[config.mk]
export PLATFORM = sky130hd
export DESIGN_NAME = lost_frame_counter
export DESIGN_NICKNAME = d
export VERILOG_FILES = /design/src/rtl/lfc_pkg.sv /design/src/rtl/lfc_arm.sv /design/src/rtl/lfc_qual.sv /design/src/rtl/lfc_count.sv /design/src/rtl/lfc_flag.sv /design/src/rtl/lost_frame_counter.sv
export SDC_FILE = /design/constraint.sdc
export NUM_CORES = 1
export LEC_CHECK = 0
export BUFFER_PORTS_ARGS = -buffer_cell sky130_fd_sc_hd__buf_2
export CORE_AREA = 2 2 39 41
export DETAILED_ROUTE_END_ITERATION = 6
export DIE_AREA = 0 0 41 43
export PLACE_DENSITY = 0.63
export SYNTH_ARGS = -nofsm -noshare
export SYNTH_HDL_FRONTEND = slang
export SYNTH_HIERARCHICAL = 1
export SYNTH_SLANG_ARGS = --single-unit
[constraint.sdc]
create_clock -name clk_i -period 1.9 [get_ports clk_i]
set_input_delay 0.095 -clock clk_i [delete_from_list [all_inputs] [get_ports clk_i]]
set_output_delay 0.095 -clock clk_i [all_outputs]
set_load 0.01 [all_outputs]
[src/rtl/lfc_pkg.sv]
package lfc_pkg;
  localparam int unsigned CNT_W_DEF = 8;

  typedef struct packed {
    logic fin;
    logic match;
    logic coll;
    logic ovf;
  } frame_ev_t;
endpackage

[src/rtl/lfc_arm.sv]
module lfc_arm (
  input  logic clk_i,
  input  logic rst_ni,
  input  logic soft_clr_i,
  input  logic en_i,
  output logic armed_o
);
  logic armed_q;

  always_ff @(posedge clk_i or negedge rst_ni) begin
    if (!rst_ni)         armed_q <= 1'b0;
    else if (soft_clr_i) armed_q <= 1'b0;
    else if (en_i)       armed_q <= 1'b1;
  end

  // a frame in the enabling cycle already counts
  assign armed_o = armed_q | en_i;

  p_arm_sticky_r4: assert property (@(posedge clk_i) disable iff (!rst_ni)
    armed_q && !soft_clr_i |=> armed_q);
  p_arm_cleared_r8: assert property (@(posedge clk_i) disable iff (!rst_ni)
    soft_clr_i |=> !armed_q);
endmodule

[src/rtl/lfc_qual.sv]
module lfc_qual
  import lfc_pkg::*;
(
  input  frame_ev_t ev_i,
  input  logic      armed_i,
  output logic      inc_o
);
  always_comb begin
    inc_o = ev_i.fin & ev_i.match & ~ev_i.coll & ev_i.ovf & armed_i;
  end
endmodule

[src/rtl/lfc_count.sv]
module lfc_count #(
  parameter int unsigned W = 8
) (
  input  logic         clk_i,
  input  logic         rst_ni,
  input  logic         soft_clr_i,
  input  logic         inc_i,
  output logic [W-1:0] cnt_o,
  output logic         wrap_o
);
  localparam logic [W-1:0] CNT_TOP = '1;
  localparam logic [W-1:0] CNT_ONE = W'(1);

  logic [W-1:0] cnt_q;

  always_ff @(posedge clk_i or negedge rst_ni) begin
    if (!rst_ni)         cnt_q <= '0;
    else if (soft_clr_i) cnt_q <= '0;
    else if (inc_i)      cnt_q <= cnt_q + CNT_ONE;
  end

  assign cnt_o  = cnt_q;
  assign wrap_o = inc_i & (cnt_q == CNT_TOP);

  p_step_r2: assert property (@(posedge clk_i) disable iff (!rst_ni)
    inc_i && !soft_clr_i |=> cnt_q == $past(cnt_q) + CNT_ONE);
  p_hold_r3: assert property (@(posedge clk_i) disable iff (!rst_ni)
    !inc_i && !soft_clr_i |=> $stable(cnt_q));
  p_wrap_zero_r5: assert property (@(posedge clk_i) disable iff (!rst_ni)
    wrap_o && !soft_clr_i |=> cnt_q == '0);
endmodule

[src/rtl/lfc_flag.sv]
module lfc_flag (
  input  logic clk_i,
  input  logic rst_ni,
  input  logic soft_clr_i,
  input  logic wrap_i,
  input  logic rd_clr_i,
  input  logic mask_i,
  output logic flag_o,
  output logic irq_o
);
  logic flag_q;

  always_ff @(posedge clk_i or negedge rst_ni) begin
    if (!rst_ni)         flag_q <= 1'b0;
    else if (soft_clr_i) flag_q <= 1'b0;
    else if (wrap_i)     flag_q <= 1'b1;  // set wins over read clear
    else if (rd_clr_i)   flag_q <= 1'b0;
  end

  assign flag_o = flag_q;
  assign irq_o  = flag_q & ~mask_i;

  p_wrap_sets_r5: assert property (@(posedge clk_i) disable iff (!rst_ni)
    wrap_i && !soft_clr_i |=> flag_q);
  p_rd_clears_r7: assert property (@(posedge clk_i) disable iff (!rst_ni)
    rd_clr_i && !wrap_i |=> !flag_q);
  p_masked_quiet_r6: assert property (@(posedge clk_i) disable iff (!rst_ni)
    mask_i |-> !irq_o);
endmodule

[src/rtl/lost_frame_counter.sv]
module lost_frame_counter
  import lfc_pkg::*;
#(
  parameter int unsigned CNT_W = CNT_W_DEF
) (
  input  logic             clk_i,
  input  logic             rst_ni,
  input  logic             soft_rst_i,
  input  logic             rx_enable_i,
  input  logic             frame_end_i,
  input  logic             addr_match_i,
  input  logic             collision_i,
  input  logic             rx_overflow_i,
  input  logic             stat_rd_i,
  input  logic             irq_mask_i,
  output logic [CNT_W-1:0] count_o,
  output logic             wrap_flag_o,
  output logic             irq_o
);
  frame_ev_t ev;
  logic      armed;
  logic      inc;
  logic      wrap;

  assign ev = '{fin: frame_end_i, match: addr_match_i,
                coll: collision_i, ovf: rx_overflow_i};

  lfc_arm u_arm (
    .clk_i      (clk_i),
    .rst_ni     (rst_ni),
    .soft_clr_i (soft_rst_i),
    .en_i       (rx_enable_i),
    .armed_o    (armed)
  );

  lfc_qual u_qual (
    .ev_i    (ev),
    .armed_i (armed),
    .inc_o   (inc)
  );

  lfc_count #(.W(CNT_W)) u_count (
    .clk_i      (clk_i),
    .rst_ni     (rst_ni),
    .soft_clr_i (soft_rst_i),
    .inc_i      (inc),
    .cnt_o      (count_o),
    .wrap_o     (wrap)
  );

  lfc_flag u_flag (
    .clk_i      (clk_i),
    .rst_ni     (rst_ni),
    .soft_clr_i (soft_rst_i),
    .wrap_i     (wrap),
    .rd_clr_i   (stat_rd_i),
    .mask_i     (irq_mask_i),
    .flag_o     (wrap_flag_o),
    .irq_o      (irq_o)
  );

  p_soft_clear_r8: assert property (@(posedge clk_i) disable iff (!rst_ni)
    soft_rst_i |=> count_o == '0 && !wrap_flag_o);
  p_bad_frame_r3: assert property (@(posedge clk_i) disable iff (!rst_ni)
    (collision_i || !addr_match_i || !rx_overflow_i) && !soft_rst_i |=> $stable(count_o));
endmodule

After elaboration in Yosys (flattened, before gate mapping)
Cells that the tools add are included.
{"block": "classes", "bitwise": 9, "n_eq_ne": 1, "reduce_logical": 3, "mux": 7, "add_sub_neg": 1}
{"cell": "$mux W8", "n": 2}
{"cell": "$add A8 B1 Y8 const B", "n": 1}
{"cell": "$eq A8 B8 Y1 const B", "n": 1}
{"cell": "$and A1 B1 Y1", "n": 6}
{"cell": "$mux W1", "n": 5}
{"cell": "$reduce_bool A2 Y1", "n": 2}
{"cell": "$reduce_bool A3 Y1", "n": 1}
{"cell": "$not A1 Y1", "n": 2}
{"cell": "$or A1 B1 Y1", "n": 1}
{"block": "totals", "output_inout_bits": 10, "input_bits": 10, "word_cells": 24, "reg_bits": 10}

Depth between registers and ports, before layout
Gate-level depths: netlist of the first run.
{"block": "logic_depth", "word_depth": 7, "ltp_mapped": 8, "depth_no_buf": 7}

Cells and area by module
The synthesis of the first run kept the hierarchy.
{"module": "lfc_count", "area_per_inst_um2": 402.9, "n_inst": 1, "cells_per_inst": 39, "seq_area_each_um2": 200.2}
{"module": "lfc_flag", "area_per_inst_um2": 50.0, "n_inst": 1, "cells_per_inst": 5, "seq_area_each_um2": 25.0}
{"module": "lfc_arm", "area_per_inst_um2": 41.3, "n_inst": 1, "cells_per_inst": 3, "seq_area_each_um2": 25.0}
{"module": "lfc_qual", "area_per_inst_um2": 10.0, "n_inst": 1, "cells_per_inst": 2, "seq_area_each_um2": 0.0}

Worst setup path before layout of the first run
OpenSTA, ideal clock, no wires.
{"block": "synth_path", "path_kind": "reg2reg", "startpoint": "reg u_arm.armed_q", "endpoint": "reg u_count.cnt_q[5], in the netlist u_count/cnt_o[5]", "setup_ns": 0.078, "t_required_ns": 1.822, "slack_ns": 0.550, "path_buffers": 1, "path_stages_with_launch": 8, "synth_period_minus_slack_ns": 1.350, "arrival_time_ns": 1.272, "path_cell_list": "dfrtp_1 or2_1 nand4_1 nor2_1 buf_4 nand4_4 or3_1 a21oi_1"}
{"block": "synth_between", "elab_chain_len": 3}
{"item": "start, declared", "line_no": "lfc_arm.sv:8", "rtl": "logic armed_q;"}
{"item": "start signal, assigned", "line_no": "lfc_arm.sv:11", "rtl": "if (!rst_ni) armed_q <= 1'b0;"}
{"item": "start signal, assigned", "line_no": "lfc_arm.sv:12", "rtl": "else if (soft_clr_i) armed_q <= 1'b0;"}
{"item": "start signal, assigned", "line_no": "lfc_arm.sv:13", "rtl": "else if (en_i) armed_q <= 1'b1;"}
{"item": "$or A1 B1 Y1", "line_no": "lfc_arm.sv:17", "rtl": "assign armed_o = armed_q | en_i;"}
{"item": "named net armed", "line_no": "lost_frame_counter.sv:21", "rtl": "logic armed;"}
{"item": "$and A1 B1 Y1", "line_no": "lfc_qual.sv:9", "rtl": "inc_o = ev_i.fin & ev_i.match & ~ev_i.coll & ev_i.ovf & armed_i;"}
{"item": "named net inc", "line_no": "lost_frame_counter.sv:22", "rtl": "logic inc;"}
{"item": "$reduce_bool A2 Y1 (no source line)"}
{"item": "end signal, assigned", "line_no": "lfc_count.sv:19", "rtl": "else if (inc_i) cnt_q <= cnt_q + CNT_ONE;"}
{"item": "end, declared", "line_no": "lfc_count.sv:14", "rtl": "logic [W-1:0] cnt_q;"}
The timed path passes the listed nets, and every way through them passes these cells.
A chain may end at the register's enable or synchronous reset.

Worst setup path after layout of the first run
{"block": "layout_path", "startpoint": "reg u_arm.armed_q", "endpoint": "reg u_count.cnt_q[6], in the netlist u_count/cnt_o[6]"}
The elaborated chain is that of the path after synthesis.

==> results of run 1 <==
kinds of logic after synthesis:
| logic type | Yosys count | synth area share (%) |
|---|---|---|
| buffers and inverters | 4 | 3.72 |
| AND/OR/NAND/NOR | 21 | 25.6 |
| XOR/XNOR | 4 | 6.95 |
| multiplexers | 1 | 1.99 |
| AO/OA/AOI/OAI | 8 | 9.68 |
| adder cells (fa/ha/maj) | 1 | 2.48 |
| flip-flops | 10 | 49.6 |
power groups by stage:
stage          logic (µW)  registers, µW  clock network, µW
2_1_floorplan        8.81            221                  0
3_3_place_gp         24.3            221                  0
3_5_place_dp         24.6            221                  0
4_1_cts              26.4            217                195
5_1_grt              29.5            217                213
6_report             25.7            217                189
layout make-up:
cell class	count	share of cell area, %
clock buffers	4	5.48
multi-input cells	35	35.5
repair buffers	21	17.0
inverters	2	1.13
well taps	16	3.02
flip-flops and latches	10	37.8
flip-flops by register name (all words and copies together) (netlist names):
signal         cells
u_arm/armed_q      1
u_count/cnt_o      8
u_flag/flag_o      1
critical path, cell delays in order, from the launching register on:
cell	delay, ps
dfrtp_1	330
or2_1	100
nand4_1	90
nor2_1	90
buf_4	170
nand3_1	120
or3_1	330
a21oi_1	140
cells in the final DEF, fill, tap and decap left out, drive strengths merged, types with 2 or more instances in the layout:
cell	synthesis	routed
nand3	2	2
inv	2	2
o21ai	3	3
nand2	2	2
buf	2	20
xor2	3	3
nor2	6	6
a21oi	4	4
nand4	4	4
dfrtp	10	10
or3	3	3
clkbuf	0	4
through the flow:
stage | cells | worst slack, ps
2_1_floorplan | 49 | 550
3_3_place_gp | 83 | 497
3_5_place_dp | 83 | 462
4_1_cts | 88 | 448
5_1_grt | 88 | 326
6_report | 88 | 463
per-layer routing:
layer / GRT usage (%) / part of all wire (%) / vias to the layer above / wire length [µm]
met4: 10.0 / 2.0 / 0 / 20
met3: 3.14 / 6.4 / 2 / 65
met1: 16.7 / 46 / 192 / 470
met2: 20.0 / 45 / 12 / 462
met5: 0 / 0 / - / 0
li1: - / - / 218 / -
final timing paths:
check,from,endpoint,cells after the start
worst max-delay path,u_arm/armed_q$_DFFE_PN0P_,u_count/cnt_o[6]$_DFFE_PN0P_,7
worst min-delay path,rx_enable_i,u_arm/armed_q$_DFFE_PN0P_,2
worst max register to register,u_arm/armed_q$_DFFE_PN0P_,u_count/cnt_o[6]$_DFFE_PN0P_,7
worst min register to register,u_arm/armed_q$_DFFE_PN0P_,u_arm/armed_q$_DFFE_PN0P_,1
max in group asynchronous,rst_ni,u_count/cnt_o[1]$_DFFE_PN0P_,2
min in group asynchronous,rst_ni,u_flag/flag_o$_DFFE_PN0P_,2
==> results.py, run 1 <==
metrics = {
    "synth": {
        "async_flop_share_pct": 100,
        "synth.largest_area_cell": "dfrtp_1",
        "syn_avg_cell_area_um2": 10.3,
        "synth_edf_count": 0,
        "ys_top_cells_by_area": "dfrtp_1 50%, xor2_1 5.2%, nor2_1 4.5%, nand4_4 4.2%, or3_1 3.7%",
        "synthCells": 49,
        "synth_top_area_share_pct": 49.6,
        "synth_commonest_cells": "10 x dfrtp_1, 6 x nor2_1",
        "ys_seq_area_share_pct": 49.6,
        "ys.flop_type": "dfrtp_1",
        "yosys_register_bits": 10,
        "synth_area_um2": 504,
        "yosysMostFrequentCell": "dfrtp_1",
        "ys_types": 23,
        "synth_fp_nets": 60,
        "yosys_warnings": 6,
    },
    "run_status": {
        "outcome": "completed",
    },
    "timing": {
        "skew_ps": 5.47,
        "rsz0062_at_grt": "false",
        "period_share_pct": 75.6,
        "slew_violations": 0,
        "finalHoldViolCount": 0,
        "timing.final.crit_period_ps": 1440,
        "tightest_slew_ps": 230,
        "whs_ps": 80.5,
        "fin_tns_setup_ps": 0,
        "finalSetupViolations": 0,
        "slew_headroom_pct": 84.7,
        "timing.fmax_mhz": 696,
    },
    "clock_tree": {
        "cts-root-buf": "clkbuf_4",
        "cts_buffers": 3,
        "cts_hold_buf": 1,
        "cts_sinks": 10,
        "clock_path_buffers": 2,
        "ctsHtreeMaxLevel": 1,
        "post_cts_buffers": 0,
        "cts.repair.resized": 0,
        "clk_pin_slew_ps": 70,
        "clk_latency_ps": 260,
        "cts_tree": "done",
    },
    "route": {
        "finalWirelength_um": 1020,
        "routedWlPerCell_um": 11.6,
        "drtIter0Drc": 1,
        "ant_nets": 0,
        "dr.pass1.iters": 3,
        "via_count": 424,
        "drc_errors": 0,
        "via_per_inst": 4.82,
    },
    "layout": {
        "diodes": 0,
        "drive_gt1_share_pct": 38.9,
        "syn_to_final_growth_pct": 31.3,
        "n_fill_cell": 133,
        "regArea_um2": 250,
        "design_area_um2": 662,
        "nets": 84,
        "final_util_pct": 47.8,
        "multiInputGateArea_um2": 235,
    },
    "grt": {
        "grt_pass1_wl_um": 1570,
        "antenna_found_initial": 0,
        "grt_max_degree": 11,
        "grt-ovfl-total": 0,
        "grt_pass1_vias": 389,
        "grtUsageTotal_pct": 13.7,
    },
    "die": {
        "die_w_um": 41,
        "die_area_um2": 1760,
        "num_rows": 14,
        "core-area_um2": 1380,
        "die_h_um": 43,
        "pin_count": 20,
        "initial_core_util_pct": 36.4,
    },
    "power_and_ir_drop": {
        "p_leak_uw": 0.000340,
        "p_int_uw": 344,
        "powerDensity_nw_per_um2": 652,
        "p_seq_share_pct": 50.2,
        "p_sw_uw": 87.8,
        "ir_worst_vdd_mv": 0.361,
        "power_frac_comb_pct": 6.0,
        "power.total_uw": 432,
        "netSwitchingFraction_pct": 20.3,
        "clkPwrFrac_pct": 43.9,
    },
    "placed_design": {
        "dp_hpwl_um": 755,
        "place_area_um2": 616,
        "io_buffers": 19,
        "gp_congestion": 0.669,
    },
    "setup_path": {
        "criticalPathCategory": "register to register",
        "critical_path.startpoint_type": "register",
        "required_ps": 2090,
        "end_kind": "register",
        "cp_max_fo": 6,
        "regToRegSetupSlack_ps": 460,
        "worstPathArrival_ps": 1630,
    },
    "flow_run": {
        "cap_viol_max_count": 0,
    },
    "min_path": {
        "hold_class": "input port to register",
    },
}
Power figures use the tool's default switching activity.
==> inputs of run 2 (changes only) <==
- ABC_AREA: default -> 1
- CORE_AREA: 2 2 39 41 -> default
- CORE_UTILIZATION: default -> 42
- DIE_AREA: 0 0 41 43 -> default
- PLACE_DENSITY: 0.63 -> 0.7
- clock period: 1.9 -> 1.18 ns (I/O delays scaled with it)
==> run 2 against run 1 <==
Fmax rose by 11%. Critical endpoint is now u_flag/flag_o$_DFFE_PN0P_. Sequential power up 60%. Critical path type unchanged. Worst hold slack worse by 73 ps. Sequential share of layout area shrank 7.0 points. Count of clock-buffer cells in the layout decreased by 1. The flow now finishes with violations (setup timing). Largest power group unchanged. Synthesized cell count increased by 55%.
==> results.py, run 2 <==
metrics = {
    "setup_path": {
        "critical_path.startpoint_type": "register",
        "cp_max_fo": 3,
        "required_ps": 1390,
        "criticalPathCategory": "register to register",
        "worstPathArrival_ps": 1500,
        "end_kind": "register",
    },
    "synth": {
        "synth_area_um2": 571,
        "synth_fp_nets": 87,
        "async_flop_share_pct": 100,
        "synthCells": 76,
        "yosys_warnings": 6,
        "ys.flop_type": "dfrtp_1",
        "yosysMostFrequentCell": "nand2_1",
        "yosys_register_bits": 10,
        "ys_seq_area_share_pct": 43.9,
        "synth_edf_count": 0,
        "synth_commonest_cells": "15 x nand2_1, 14 x inv_1, 11 x nor2_1",
        "synth.largest_area_cell": "dfrtp_1",
        "syn_avg_cell_area_um2": 7.51,
        "synth_top_area_share_pct": 43.9,
        "ys_types": 15,
        "ys_top_cells_by_area": "dfrtp_1 44%, nand2_1 9.9%, inv_1 9.2%, nand3_1 7.9%, nor2_1 7.2%",
    },
    "route": {
        "finalWirelength_um": 1370,
        "ant_nets": 0,
        "via_count": 592,
        "routedWlPerCell_um": 11.6,
        "dr.pass1.iters": 4,
        "drc_errors": 0,
        "drtIter0Drc": 3,
        "via_per_inst": 5.02,
    },
    "timing": {
        "slew_violations": 0,
        "rsz0062_at_grt": "true",
        "slew_headroom_pct": 81.9,
        "worst_slack_ps": -115,
        "tightest_slew_ps": 270,
        "fin_tns_setup_ps": -437,
        "timing.fmax_mhz": 772,
        "finalHoldViolCount": 0,
        "skew_ps": 13.1,
        "finalSetupViolations": 7,
        "period_share_pct": 110,
        "timing.final.crit_period_ps": 1290,
    },
    "placed_design": {
        "io_buffers": 19,
        "dp_hpwl_um": 979,
        "gp_congestion": 0.770,
        "dp_cells": 114,
        "place_area_um2": 733,
        "dp_slack_ps": -138,
    },
    "grt": {
        "grt_max_degree": 11,
        "antenna_found_initial": 0,
        "grt_pass1_vias": 494,
        "grtUsageTotal_pct": 21.4,
        "grt-ovfl-total": 0,
        "grt_pass1_wl_um": 2010,
    },
    "die": {
        "core-area_um2": 1190,
        "die_w_um": 38.9,
        "die_h_um": 38.9,
        "die_area_um2": 1510,
        "num_rows": 12,
        "pin_count": 20,
        "initial_core_util_pct": 48.1,
    },
    "power_and_ir_drop": {
        "p_leak_uw": 0.000417,
        "ir_worst_vdd_mv": 0.473,
        "powerDensity_nw_per_um2": 808,
        "power.total_uw": 656,
    },
    "clock_tree": {
        "cts_buffers": 3,
        "ctsHtreeMaxLevel": 1,
        "cts_tree": "done",
        "cts_sinks": 10,
        "cts-root-buf": "clkbuf_4",
        "clk_pin_slew_ps": 70,
        "clock_path_buffers": 2,
        "clk_latency_ps": 270,
    },
    "run_status": {
        "violations": "setup timing",
        "outcome": "finished, violations left",
    },
    "layout": {
        "diodes": 0,
        "design_area_um2": 812,
        "instances_no_fill": 118,
        "final_cell_mix": "19 x buf_2, 13 x inv_1, 11 x nand2_1",
        "nets": 117,
        "syn_to_final_growth_pct": 42.3,
        "drive_gt1_share_pct": 47.1,
        "largest_reg_flops": 8,
        "mostFrequentLayoutCell": "buf_2",
    },
    "min_path": {
        "hold_class": "input port to register",
    },
    "flow_run": {
        "cap_viol_max_count": 0,
    },
}
==> run 2: cell count changes in the layout (fill, tap and decap cells not counted), sizes merged, moves of 2 or more <==
cell,previous run,this run
a21oi,4,6
buf,20,24
inv,2,15
nand2,2,15
nand3,2,10
nand4,4,0
nor2,6,15
or3,3,0
xor2,3,0
==> run 2: path summary, 6_finish.rpt <==
| kind | start | end | slack (ps) | cells after the start |
|---|---|---|---|---|
| worst max-delay path | u_arm/armed_q$_DFFE_PN0P_ | u_flag/flag_o$_DFFE_PN0P_ | -110 | 10 |
| worst min-delay path | soft_rst_i | u_flag/flag_o$_DFFE_PN0P_ | 7 | 2 |
| worst max register to register | u_arm/armed_q$_DFFE_PN0P_ | u_flag/flag_o$_DFFE_PN0P_ | -110 | 10 |
| worst min register to register | u_arm/armed_q$_DFFE_PN0P_ | u_arm/armed_q$_DFFE_PN0P_ | 520 | 2 |
| max in group asynchronous | rst_ni | u_count/cnt_o[4]$_DFFE_PN0P_ | 790 | 2 |
| min in group asynchronous | rst_ni | u_count/cnt_o[7]$_DFFE_PN0P_ | 180 | 2 |
==> run 2: logic make-up after synthesis <==
group,count (synthesis),share of synthesized area (%)
AND/OR/NAND/NOR,42,36.0
flip-flops,10,43.9
buffers and inverters,15,10.3
adder cells (fa/ha/maj),1,2.19
AO/OA/AOI/OAI,8,7.68
==> run 2: report_power, final <==
part	switching [µW]	internal (µW)
Sequential	1.81	346
Combinational	44.5	30.0
Clock	116	118
Total	162	494
==> run 2: cell type report <==
cell class | count | area [µm²]
Sequential cell | 10 | 250
Tap cell | 14 | 17.5
Inverter | 15 | 58.8
Timing Repair Buffer | 25 | 150
Fill cell | 106 | 374
Clock buffer | 3 | 22.5
Multi-Input combinational cell | 51 | 313
==> run 2: metal layers <==
metal  routed length [µm]  vias up  track usage, %
met2                  699       17            32.9
met1                  571      277            23.4
met3                   74        4            10.4
li1                     -      294               -
met5                    0        -               0
met4                   26        0            12.9
==> run 2: per-stage QoR <==
step / utilization [%] / hold slack [ps]
after floorplan: - / -237
after global placement: 61.8 / -64.7
after detailed placement: 61.8 / -64.5
after CTS: 65.9 / 2.46
after global routing: 68.5 / 3.27
final: 68.5 / 6.99
==> run 2: critical path, cell delays in order, from the launching register on <==
cell	delay, ps
dfrtp_1	350
nor2_2	40
inv_1	60
nand3_2	90
nor2_4	140
nand2_2	60
inv_2	70
nand2_2	50
nor4_2	160
inv_1	80
a21oi_2	130
==> run 2: what timing repair did <==
action	in CTS	in global routing
setup buffers	1	0
hold buffers	1	0
endpoints found under the hold margin	10	0
setup endpoints to repair	7	9
pin swaps	5	4
resized for setup	4	11
